==> config.mk <==
export PLATFORM = sky130hd
export DESIGN_NAME = rxq_top
export DESIGN_NICKNAME = d
export VERILOG_FILES = /design/src/rtl/rxq_pkg.sv /design/src/rtl/rxq_cmd_ctl.sv /design/src/rtl/rxq_ptrs.sv /design/src/rtl/rxq_store.sv /design/src/rtl/rxq_top.sv
export SDC_FILE = /design/constraint.sdc
export NUM_CORES = 1
export LEC_CHECK = 0
export ABC_CLOCK_PERIOD_IN_PS = 3800
export BUFFER_PORTS_ARGS = -buffer_cell sky130_fd_sc_hd__buf_2
export CORE_UTILIZATION = 41
export DETAILED_ROUTE_END_ITERATION = 6
export PLACE_DENSITY_LB_ADDON = 0.2
export SETUP_SLACK_MARGIN = 0.1
export SYNTH_ARGS = -nofsm -noshare
export SYNTH_HDL_FRONTEND = slang
export SYNTH_HIERARCHICAL = 1
export SYNTH_SLANG_ARGS = --single-unit
==> constraint.sdc <==
create_clock -name clk -period 3.8 [get_ports clk]
set_input_delay 0.57 -clock clk [delete_from_list [all_inputs] [get_ports clk]]
set_output_delay 0.57 -clock clk [all_outputs]
set_load 0.05 [all_outputs]
==> src/rtl/rxq_pkg.sv <==
package rxq_pkg;
   localparam int CMD_W = 6;

   // bit order matches the cmd_word encoding
   typedef struct packed {
      logic unlock;
      logic lock;
      logic flush_q;
      logic flush_eng;
      logic rx_off;
      logic rx_on;
   } rxq_cmd_t;
endpackage

==> src/rtl/rxq_cmd_ctl.sv <==
module rxq_cmd_ctl
   import rxq_pkg::*;
(
   input  logic     clk,
   input  logic     rst_n,
   input  logic     cmd_wr,
   input  rxq_cmd_t cmd,
   output logic     rx_en,
   output logic     lock_q,
   output logic     eng_flush,
   output logic     q_flush
);
   logic do_lock, do_unlock;

   assign do_unlock = cmd_wr & (cmd.unlock | cmd.flush_eng);
   assign do_lock   = cmd_wr & cmd.lock & ~do_unlock;
   assign q_flush   = cmd_wr & cmd.flush_q;

   always_ff @(posedge clk or negedge rst_n) begin
      if (!rst_n) begin
         rx_en     <= 1'b0;
         lock_q    <= 1'b0;
         eng_flush <= 1'b0;
      end else begin
         eng_flush <= cmd_wr & cmd.flush_eng;
         if (cmd_wr && cmd.rx_off)
            rx_en <= 1'b0;
         else if (cmd_wr && cmd.rx_on)
            rx_en <= 1'b1;
         if (do_unlock)
            lock_q <= 1'b0;
         else if (do_lock)
            lock_q <= 1'b1;
      end
   end
endmodule

==> src/rtl/rxq_ptrs.sv <==
module rxq_ptrs #(
   parameter int PTR_W = 2,
   parameter int LVL_W = 3
) (
   input  logic             clk,
   input  logic             rst_n,
   input  logic             wr_req,
   input  logic             rd_req,
   input  logic             rx_en,
   input  logic             lock_q,
   input  logic             q_flush,
   input  logic [PTR_W-1:0] depth_m1,
   output logic [PTR_W-1:0] wr_ptr,
   output logic [PTR_W-1:0] rd_ptr,
   output logic             push,
   output logic             pop,
   output logic [LVL_W-1:0] level,
   output logic             full,
   output logic             empty,
   output logic             ovf_q
);
   logic [LVL_W-1:0] count;
   logic [LVL_W-1:0] depth_v;
   logic             ovf_set;

   function automatic logic [PTR_W-1:0] step_ptr(input logic [PTR_W-1:0] p,
                                                 input logic [PTR_W-1:0] last);
      return (p == last) ? '0 : p + 1'b1;
   endfunction

   assign depth_v = LVL_W'(depth_m1) + 1'b1;
   assign full    = (count >= depth_v);
   assign empty   = (count == '0);
   assign level   = (count > depth_v) ? depth_v : count;

   assign pop     = rd_req & ~empty & ~q_flush;
   assign push    = wr_req & rx_en & ~lock_q & ~q_flush & (~full | pop);
   assign ovf_set = wr_req & rx_en & ~q_flush & (lock_q | (full & ~pop));

   always_ff @(posedge clk or negedge rst_n) begin
      if (!rst_n) begin
         wr_ptr <= '0;
         rd_ptr <= '0;
         count  <= '0;
         ovf_q  <= 1'b0;
      end else if (q_flush) begin
         wr_ptr <= '0;
         rd_ptr <= '0;
         count  <= '0;
         ovf_q  <= 1'b0;
      end else begin
         if (push) wr_ptr <= step_ptr(wr_ptr, depth_m1);
         if (pop)  rd_ptr <= step_ptr(rd_ptr, depth_m1);
         count <= count + LVL_W'(push) - LVL_W'(pop);
         if (ovf_set) ovf_q <= 1'b1;
      end
   end
endmodule

==> src/rtl/rxq_store.sv <==
module rxq_store #(
   parameter int WIDTH     = 11,
   parameter int DEPTH_MAX = 4,
   parameter int PTR_W     = 2
) (
   input  logic             clk,
   input  logic             rst_n,
   input  logic             push,
   input  logic [PTR_W-1:0] wr_ptr,
   input  logic [WIDTH-1:0] wr_data,
   input  logic             pop,
   input  logic [PTR_W-1:0] rd_ptr,
   output logic [WIDTH-1:0] rd_data
);
   logic [WIDTH-1:0] ent [DEPTH_MAX];

   for (genvar g = 0; g < DEPTH_MAX; g++) begin : g_ent
      logic [WIDTH-1:0] q;
      always_ff @(posedge clk) begin
         if (push && wr_ptr == PTR_W'(g))
            q <= wr_data;
      end
      assign ent[g] = q;
   end

   always_ff @(posedge clk or negedge rst_n) begin
      if (!rst_n)
         rd_data <= '0;
      else if (pop)
         rd_data <= ent[rd_ptr];
   end
endmodule

==> src/rtl/rxq_top.sv <==
module rxq_top
   import rxq_pkg::*;
#(
   parameter int  WIDTH     = 11,
   parameter int  DEPTH_MAX = 4,
   parameter bit  THR_REG   = 1'b0,
   localparam int PTR_W     = (DEPTH_MAX > 1) ? $clog2(DEPTH_MAX) : 1,
   localparam int LVL_W     = $clog2(DEPTH_MAX + 1)
) (
   input  logic             clk,
   input  logic             rst_n,
   input  logic             rx_wr,
   input  logic [WIDTH-1:0] rx_char,
   input  logic             host_rd,
   output logic [WIDTH-1:0] host_char,
   input  logic             cmd_wr,
   input  logic [CMD_W-1:0] cmd_word,
   input  logic [PTR_W-1:0] cfg_depth,
   input  logic [PTR_W-1:0] cfg_thresh,
   output logic             rx_enabled,
   output logic             rx_flush_pulse,
   output logic             locked,
   output logic [LVL_W-1:0] level,
   output logic             full,
   output logic             empty,
   output logic             thresh_hit,
   output logic             overrun
);
   if (WIDTH < 10) begin : g_bad_width
      $error("rxq_top: WIDTH must hold nine data bits plus status");
   end
   if (DEPTH_MAX < 2) begin : g_bad_depth
      $error("rxq_top: DEPTH_MAX must be at least 2");
   end

   localparam logic [PTR_W-1:0] LAST_IDX = PTR_W'(DEPTH_MAX - 1);

   rxq_cmd_t         cmd;
   logic             q_flush, push, pop;
   logic [PTR_W-1:0] wr_ptr, rd_ptr, depth_m1, thr_m1;
   logic [LVL_W-1:0] thr_v;
   logic             thr_now;

   assign cmd      = rxq_cmd_t'(cmd_word);
   assign depth_m1 = (cfg_depth > LAST_IDX) ? LAST_IDX : cfg_depth;
   assign thr_m1   = (cfg_thresh > LAST_IDX) ? LAST_IDX : cfg_thresh;
   assign thr_v    = LVL_W'(thr_m1) + 1'b1;
   assign thr_now  = (level >= thr_v);

   rxq_cmd_ctl u_cmd (
      .clk       (clk),
      .rst_n     (rst_n),
      .cmd_wr    (cmd_wr),
      .cmd       (cmd),
      .rx_en     (rx_enabled),
      .lock_q    (locked),
      .eng_flush (rx_flush_pulse),
      .q_flush   (q_flush)
   );

   rxq_ptrs #(.PTR_W(PTR_W), .LVL_W(LVL_W)) u_ptrs (
      .clk      (clk),
      .rst_n    (rst_n),
      .wr_req   (rx_wr),
      .rd_req   (host_rd),
      .rx_en    (rx_enabled),
      .lock_q   (locked),
      .q_flush  (q_flush),
      .depth_m1 (depth_m1),
      .wr_ptr   (wr_ptr),
      .rd_ptr   (rd_ptr),
      .push     (push),
      .pop      (pop),
      .level    (level),
      .full     (full),
      .empty    (empty),
      .ovf_q    (overrun)
   );

   rxq_store #(.WIDTH(WIDTH), .DEPTH_MAX(DEPTH_MAX), .PTR_W(PTR_W)) u_store (
      .clk     (clk),
      .rst_n   (rst_n),
      .push    (push),
      .wr_ptr  (wr_ptr),
      .wr_data (rx_char),
      .pop     (pop),
      .rd_ptr  (rd_ptr),
      .rd_data (host_char)
   );

   if (THR_REG) begin : g_thr_reg
      logic thr_q;
      always_ff @(posedge clk or negedge rst_n) begin
         if (!rst_n) thr_q <= 1'b0;
         else        thr_q <= thr_now;
      end
      assign thresh_hit = thr_q;
   end else begin : g_thr_comb
      assign thresh_hit = thr_now;
   end
endmodule

# Word-level counts from Yosys, hierarchy flattened
# Index checks and enable logic that the tools add are counted.
# Widths: inputs -> output; s select.
[word_totals] reg_bits=66 in_bits=26 output_inout_bits=21 word_cells=85
[op_classes] addsub=6 magnitude_cmp=6 eq_ne=5 muxes=19 bitwise=24 reduce_logical=13
[op_table] operator="$bmux 11 s2" n=1
[op_table] operator="$mux 11" n=2
[op_table] operator="$mux 2" n=8
[op_table] operator="$and 1x1->1" n=14
[op_table] operator="$reduce_bool 2->1" n=5
[op_table] operator="$add 2x1->3 const B" n=2
[op_table] operator="$ge 3x3->1" n=2
[op_table] operator="$logic_and 1x1->1" n=6
[op_table] operator="$mux 1" n=6
[op_table] operator="$mux 3" n=2
[op_table] operator="$not 1->1" n=6
[op_table] operator="$add 2x1->2 const B" n=2
[op_table] operator="$eq 2x2->1" n=2
[op_table] operator="$eq 2x2->1 const B" n=2
[op_table] operator="$gt 2x2->1 const B" n=2
[op_table] operator="$add 3x1->3" n=1
[op_table] operator="$ge 3x3->1 const B" n=1
[op_table] operator="$gt 3x3->1" n=1
[op_table] operator="$logic_not 3->1" n=1
[op_table] operator="$not 2->3" n=1
[op_table] operator="$or 1x1->1" n=3
[op_table] operator="$sub 3x1->3" n=1
[op_table] operator="$eq 2x1->1 const B" n=1
[op_table] operator="$logic_not 2->1" n=1

# Longest topological paths before layout
# Gate-level depths: netlist (run 1).
[logic_depth] word_depth=10 ltp_mapped=13 mapped_depth_nobuf=13

# Modules after synthesis
# The synthesis (run 1) kept the hierarchy.
[modules_own_cells] module="rxq_store" n_inst=1 cells_each=112 area_each_um2=2084.5 seq_area_each_um2=1596.5
[modules_own_cells] module="rxq_ptrs" n_inst=1 cells_each=71 area_each_um2=655.6 seq_area_each_um2=200.2
[modules_own_cells] module="rxq_cmd_ctl" n_inst=1 cells_each=10 area_each_um2=116.4 seq_area_each_um2=75.1
[modules_own_cells] module="rxq_top" n_inst=1 cells_each=12 area_each_um2=85.1 seq_area_each_um2=0.0

# Worst setup path before layout (run 1)
# No wires, ideal clock.
[synth_path] kind="input -> output" startpoint="input port cfg_depth[0]" endpoint="output port thresh_hit" arrival_time_ps=3722 required_time_ps=3230 setup_slack_ps=-492 path_stages=11 path_buffers=0 cell_sequence="ha_1 inv_1 ha_1 nor2b_1 o21ai_1 a32oi_1 mux2i_1 inv_1 ha_1 nor2b_1 o21ai_1"
[synth_via] elab_chain_len=6
[synth_lines] element="from (decl)" line_no="rxq_top.sv:18" rtl="input logic [PTR_W-1:0] cfg_depth,"
[synth_lines] element="$gt 2x2->1" line_no="rxq_top.sv:45" rtl="assign depth_m1 = (cfg_depth > LAST_IDX) ? LAST_IDX : cfg_depth;"
[synth_lines] element="$mux 2 (*)" line_no="rxq_top.sv:45"
[synth_lines] element="$add 2x1->3 (*)" line_no="rxq_ptrs.sv:31" rtl="assign depth_v = LVL_W'(depth_m1) + 1'b1;"
[synth_lines] element="$gt 3x3->1" line_no="rxq_ptrs.sv:34" rtl="assign level = (count > depth_v) ? depth_v : count;"
[synth_lines] element="$mux 3 (*)" line_no="rxq_ptrs.sv:34"
[synth_lines] element="net level[0]" line_no="rxq_top.sv:23" rtl="output logic [LVL_W-1:0] level,"
[synth_lines] element="$ge 3x3->1 (*)" line_no="rxq_top.sv:48" rtl="assign thr_now = (level >= thr_v);"
[synth_lines] element="to (decl)" line_no="rxq_top.sv:26" rtl="output logic thresh_hit,"
# Mark *: on every way through the listed nets, which the timed path passes. The rest lies on a longest branch.

# Worst setup path after layout (run 1)
[layout_path] startpoint="input port cfg_depth[0]" endpoint="output port thresh_hit"
[layout_via] elab_chain_len=6
[layout_lines] element="$gt 2x2->1" line_no="rxq_top.sv:45"
[layout_lines] element="$mux 2 (*)" line_no="rxq_top.sv:45"
[layout_lines] element="$add 2x1->3 (*)" line_no="rxq_ptrs.sv:31"
[layout_lines] element="$gt 3x3->1" line_no="rxq_ptrs.sv:34"
[layout_lines] element="$mux 3 (*)" line_no="rxq_ptrs.sv:34"
[layout_lines] element="$ge 3x3->1 (*)" line_no="rxq_top.sv:48"
# Every way passes the cells marked *; elsewhere a longest branch is shown, timed or not.

==> results of run 1 <==
## cells in the mapped netlist
master	count	area share
buf_6	1	0.0038
mux2i_1	24	0.082
xor2_1	3	0.0089
o21ai_2	1	0.0030
and3_1	1	0.0021
mux2_2	2	0.0077
o21ai_0	5	0.0085
a211o_2	1	0.0034
nand3_1	1	0.0017
and2b_2	1	0.0030
a221oi_2	1	0.0051
buf_12	2	0.014
fa_1	1	0.0068
xnor2_1	1	0.0030
o211ai_1	1	0.0026
clkbuf_1	4	0.0051
a21oi_2	1	0.0030
a21oi_1	7	0.012
ha_1	10	0.043
nor3_1	1	0.0017
and3b_1	1	0.0030
nor3b_1	1	0.0026
nand2b_4	1	0.0047
o21a_1	1	0.0026
o221ai_1	11	0.033
and2_2	2	0.0051
nor3_2	1	0.0034
nor2b_2	1	0.0030
inv_1	13	0.017
edfxtp_1	44	0.45
nor2_1	7	0.0089
nand2_1	7	0.0089
a211oi_1	3	0.0077
o21ai_1	2	0.0034
a32oi_1	1	0.0030
a211o_1	1	0.0030
nand2b_1	13	0.028
dfrtp_1	22	0.19
nor2b_1	4	0.0085
## logic make-up after synthesis
kind of cell / count (synthesis) / share of synthesized area
AO/OA/AOI/OAI: 36 / 0.08975
XOR/XNOR: 4 / 0.01191
adder cells (fa/ha/maj): 11 / 0.04934
buffers and inverters: 20 / 0.03913
flip-flops: 66 / 0.6363
multiplexers: 26 / 0.08932
AND/OR/NAND/NOR: 42 / 0.08422
## final cells by class
cell class	instances	area (um^2)	share of cell area
Sequential cell	66	1872	0.5393
Multi-Input combinational cell	119	970.9	0.2797
Timing Repair Buffer	52	275.3	0.07931
Clock buffer	15	176.4	0.05083
Tap cell	96	120.1	0.03461
Inverter	13	48.80	0.01406
Clock inverter	1	7.507	0.002163
## worst paths after layout
path	from	end	slack [ps]	depth (start not counted)
hold reg to reg	u_store/rd_data[1]	u_store/rd_data[1]	490	2
min in group clk	cmd_word[1]	u_cmd/rx_en	420	2
setup / recovery	cfg_depth[0]	thresh_hit	220	13
hold / removal	rst_n	u_cmd/rx_en	220	1
max in group asynchronous	rst_n	u_store/rd_data[10]	3220	1
setup reg to reg	u_ptrs/count[0]	u_ptrs/count[2]	1000	12
## registers in the layout, summed over array words and instances (netlist names)
signal	cells
u_ptrs/rd_ptr	2
u_ptrs/ovf_q	1
u_store/rd_data	11
u_ptrs/wr_ptr	2
u_cmd/eng_flush	1
u_ptrs/count	3
u_cmd/lock_q	1
u_store/g_ent.q	44
u_cmd/rx_en	1
## power breakdown
part | internal [W] | total (W) | switching, W
clock | 0.000291 | 0.000529 | 0.000237
sequential | 0.000878 | 0.000963 | 0.0000849
combinational | 0.000372 | 0.00112 | 0.000752
total | 0.00154 | 0.00262 | 0.00107
## layer usage
metal / track usage / part of all wire / routed length [um]
met1: 0.2142 / 0.47 / 2590
met3: 0.05333 / 0.047 / 256
met2: 0.2525 / 0.48 / 2614
met5: 0 / 0 / 0
met4: 0.03636 / 0.0011 / 6
## critical path: stages
cell and delay [ps]:
buf_2 140, ha_1 300, inv_1 40, ha_1 290, nor2b_1 150, o21ai_1 70, a32oi_1 180, buf_4 180
mux2_2 340, ha_1 310, a21oi_1 160, o21ai_2 70, buf_2 210
## stage by stage
step                      hold WS (ps)  cell area (um^2)    util  total power, W  setup WS, ps
after floorplan                  274.4              2958       -        0.001880         114.7
after global placement           480.7              3287  0.4785        0.002099         335.7
after global routing             248.9              3471  0.5053        0.002759         121.3
after CTS                        227.3              3471  0.5053        0.002650         225.1
final                            218.5              3471  0.5053        0.002615         221.0
after detailed placement         480.1              3287  0.4785        0.002113         227.0
==> impl_metrics.json, run 1 <==
{
  "globalplace.congestion": 0.7786,
  "firstDrtPassIters": 4,
  "cts_tree": "yes",
  "max_freq_ghz": 0.2794,
  "arrival_ps": 3010,
  "drcViolationCount": 0,
  "cts_resized": 0,
  "synth_nets": 242,
  "startpoint_type": "primary input",
  "critPathCaptureType": "primary output",
  "status": "complete, no violations",
  "cts.sinks": 66,
  "pin_count": 47,
  "post-cts-setup-buffer-count": 0,
  "timing.setup.tns_ps": 0,
  "dieArea_mm2": 0.007517,
  "maxSlewViolCount": 0,
  "first_iter_violations": 71,
  "maxSlewHeadroom": 0.5785,
  "clkLatencyLatePin_ps": 330,
  "yosys_warnings": 6,
  "yosysUniqueCellTypes": 39,
  "layout_commonest_cell": "buf_2",
  "syn_avg_cell_area_um2": 14.35,
  "drive_above_1_share": 0.2970,
  "hold_viol_final": 0,
  "crit_fanout": 6,
  "setup_viol": 0,
  "power_density_mw_per_mm2": 753.5,
  "cts_root_buf": "clkbuf_8",
  "overflow": 0,
  "placed_cells": 346,
  "crit_type": "in2out",
  "wl_per_cell_um": 15.10,
  "die_h_um": 86.70,
  "via_per_inst": 4.914,
  "layout_common_cells": "46 x buf_2, 44 x edfxtp_1, 23 x mux2i_1",
  "ant_nets": 0,
  "fin_skew_ps": 5.831,
  "port_buffers": 46,
  "hp-class": "in2async",
  "netlist_area_mm2": 0.002942,
  "num_antenna_cells": 0,
  "synth_seq_cells": 66,
  "grt_max_degree": 23,
  "vias": 1779,
  "die_w_um": 86.70,
  "worstPathRequired_ps": 3230,
  "ys_seq_area_frac": 0.6363,
  "core_mm2": 0.006869,
  "path_clk_slew_ps": 70,
  "start_util": 0.4282,
  "cap_violations": 0,
  "grt_use_total": 0.1596,
  "std_cell_rows": 30,
  "fillers": 618,
  "routed_wl_um": 5467,
  "fin_cells": 362,
  "cts_max_path_buffers": 2,
  "antenna_found_initial": 0,
  "cts_htree_levels": 3,
  "dp_hpwl_um": 3555,
  "cts_buffers": 9,
  "grt_pass1_vias": 1744,
  "synthCells": 205,
  "rsz0062_at_grt": "no",
  "max-vdd-ir-drop_v": 0.0004544,
  "area_delta_synth_final_pct": 17.99,
  "layout.nets": 298,
  "finalCriticalPeriod_ps": 3579,
  "period_share": 0.9419,
  "postCtsHoldBufs": 0,
  "grt_first_pass_wirelength_um": 8694,
  "worstMarginPinSlew_ps": 632.3,
  "leakagePower_nw": 1.409
}
Note: power is estimated with default switching activity, not from simulation.
==> inputs of run 2 (changes only) <==
--- a/config.mk
+++ b/config.mk
@@ -11,3 +11,3 @@
 export DETAILED_ROUTE_END_ITERATION = 6
-export PLACE_DENSITY_LB_ADDON = 0.2
+export PLACE_DENSITY = 0.71
 export SETUP_SLACK_MARGIN = 0.1
==> constraint.sdc (replaced) <==
create_clock -name clk -period 3.8 [get_ports clk]
set_input_delay 0.19 -clock clk [delete_from_list [all_inputs] [get_ports clk]]
set_output_delay 0.19 -clock clk [all_outputs]
set_load 0.05 [all_outputs]
==> run 2 against run 1 <==
Effect of this change:
- fmax up 17%
- sequential share of layout area up 0.41 points
- core utilization down 0.38 points
- final area down 0.76%
- non-clock buffer count down 2
- combinational power about the same
- total power down 0.42%
- routed wire length up 0.75%
- clock-buffer cell count down 4
==> impl_metrics.json, run 2 (same netlist as run 1, synthesis figures left out) <==
{
  "status": "complete, no violations",
  "routed.top_layer": "met4",
  "drive_above_1_share": 0.2841,
  "top_register": "u_store/g_ent.q",
  "cts_buffers": 9,
  "routed_wl_um": 5508,
  "power_density_mw_per_mm2": 756.1,
  "path_clk_slew_ps": 70,
  "clkLatencyLatePin_ps": 330,
  "wl_met3_um": 168,
  "pin_count": 47,
  "dieArea_mm2": 0.007517,
  "r2r-end": "u_ptrs/count[2]",
  "reg.largest.list": "u_store/g_ent.q (44), u_store/rd_data (11), u_ptrs/count (3)",
  "layout_commonest_cell": "buf_2",
  "startpoint_type": "flip-flop",
  "cts_resized": 0,
  "dp_hpwl_um": 3616,
  "max-vdd-ir-drop_v": 0.0004015,
  "antenna_found_initial": 0,
  "wl_per_cell_um": 15.30,
  "via_per_inst": 5.022,
  "cts_max_path_buffers": 2,
  "fin_skew_ps": 7.878,
  "r2r_slack_ps": 1040,
  "layout.nets": 296,
  "leakagePower_nw": 1.396,
  "maxSlewHeadroom": 0.4549,
  "grt_use_total": 0.1611,
  "timing.setup.tns_ps": 0,
  "overflow": 0,
  "rsz0062_at_grt": "no",
  "start_util": 0.4282,
  "route.met2.wl_um": 2685,
  "placed_cells": 343,
  "cts.sinks": 66,
  "hp-start": "cmd_word[1]",
  "hold_viol_final": 0,
  "hp-class": "in2reg",
  "worstMarginPinSlew_ps": 814.6,
  "cap_violations": 0,
  "vias": 1808,
  "crit_fanout": 5,
  "port_buffers": 46,
  "die_w_um": 86.70,
  "core_mm2": 0.006869,
  "grt_max_degree": 28,
  "holdWs_ps": 25.18,
  "first_iter_violations": 172,
  "max_freq_ghz": 0.3265,
  "largest_register_ffs": 44,
  "finalCriticalPeriod_ps": 3063,
  "cts_root_buf": "clkbuf_8",
  "setup_viol": 0,
  "ant_nets": 0,
  "hold_path_end": "u_cmd/rx_en",
  "globalplace.congestion": 0.7795,
  "arrival_ps": 2870,
  "fin_cells": 360,
  "grt_pass1_vias": 1750,
  "area_delta_synth_final_pct": 17.10,
  "worstReg2RegStart": "u_ptrs/count[1]",
  "num_antenna_cells": 0,
  "rr_worst_depth": 11,
  "drt-met1-wl_um": 2585,
  "die_h_um": 86.70,
  "cts_htree_levels": 3,
  "critPathCaptureType": "primary output",
  "whs_path_depth": 2,
  "worstPathRequired_ps": 3610,
  "firstDrtPassIters": 4,
  "crit_type": "reg2out",
  "cts_tree": "yes",
  "finalPower_w": 0.002604,
  "std_cell_rows": 30,
  "grt_first_pass_wirelength_um": 8880,
  "layout_common_cells": "46 x buf_2, 44 x edfxtp_1, 24 x mux2i_1",
  "drcViolationCount": 0,
  "period_share": 0.8061,
  "maxSlewViolCount": 0
}
-- run 2: worst max-delay path, cell delays in order (launching register included) --
cell and delay [ps]:
dfrtp_1 450, ha_1 370, nor2b_1 150, o21ai_1 80, a32oi_1 350, mux2_2 400
ha_1 290, nand2_1 50, o21ai_1 120, buf_2 280
-- run 2: repair_timing --
item | CTS | global route
hold buffers | 1 | 0
hold endpoints to repair | 22 | 0
setup buffers | 0 | 0
-- run 2: how the worst max path moves through the flow --
stage                    startpoint              end  cells after the start
global route        u_ptrs/count[1]       thresh_hit                     10
finish              u_ptrs/count[1]       thresh_hit                      9
CTS                 u_ptrs/count[1]       thresh_hit                      9
floorplan              cfg_depth[0]       thresh_hit                     11
global placement       cfg_depth[0]  u_ptrs/count[2]                     14
detailed placement     cfg_depth[1]       thresh_hit                     12
-- run 2: layer usage --
metal,GRT usage,vias to the layer above
li1,-,867
met1,0.2074,897
met2,0.2633,37
met3,0.03333,7
met4,0.07273,0
met5,0,-
-- run 2: area by class of cell --
class / count / area [um^2]
Clock inverter: 5 / 55.05
Sequential cell: 66 / 1872
Clock buffer: 11 / 131.4
Inverter: 13 / 48.80
Tap cell: 96 / 120.1
Fill cell: 594 / 3425
Multi-Input combinational cell: 119 / 954.7
Timing Repair Buffer: 50 / 262.8
-- run 2: per-stage QoR --
stage | util | setup WS (ps) | area [um^2]
3_5_place_dp | 0.4729 | 921.1 | 3248
5_1_grt | 0.5015 | 541.9 | 3445
2_1_floorplan | - | 268.4 | 2942
3_3_place_gp | 0.4729 | 1007 | 3248
4_1_cts | 0.5015 | 720.7 | 3445
6_report | 0.5015 | 736.8 | 3445
-- run 2: report_power, final --
group	switching, W	leakage [nW]	internal (W)
clock network	0.000253	0.0893	0.000301
registers	0.0000805	0.675	0.000878
logic	0.000746	0.631	0.000346
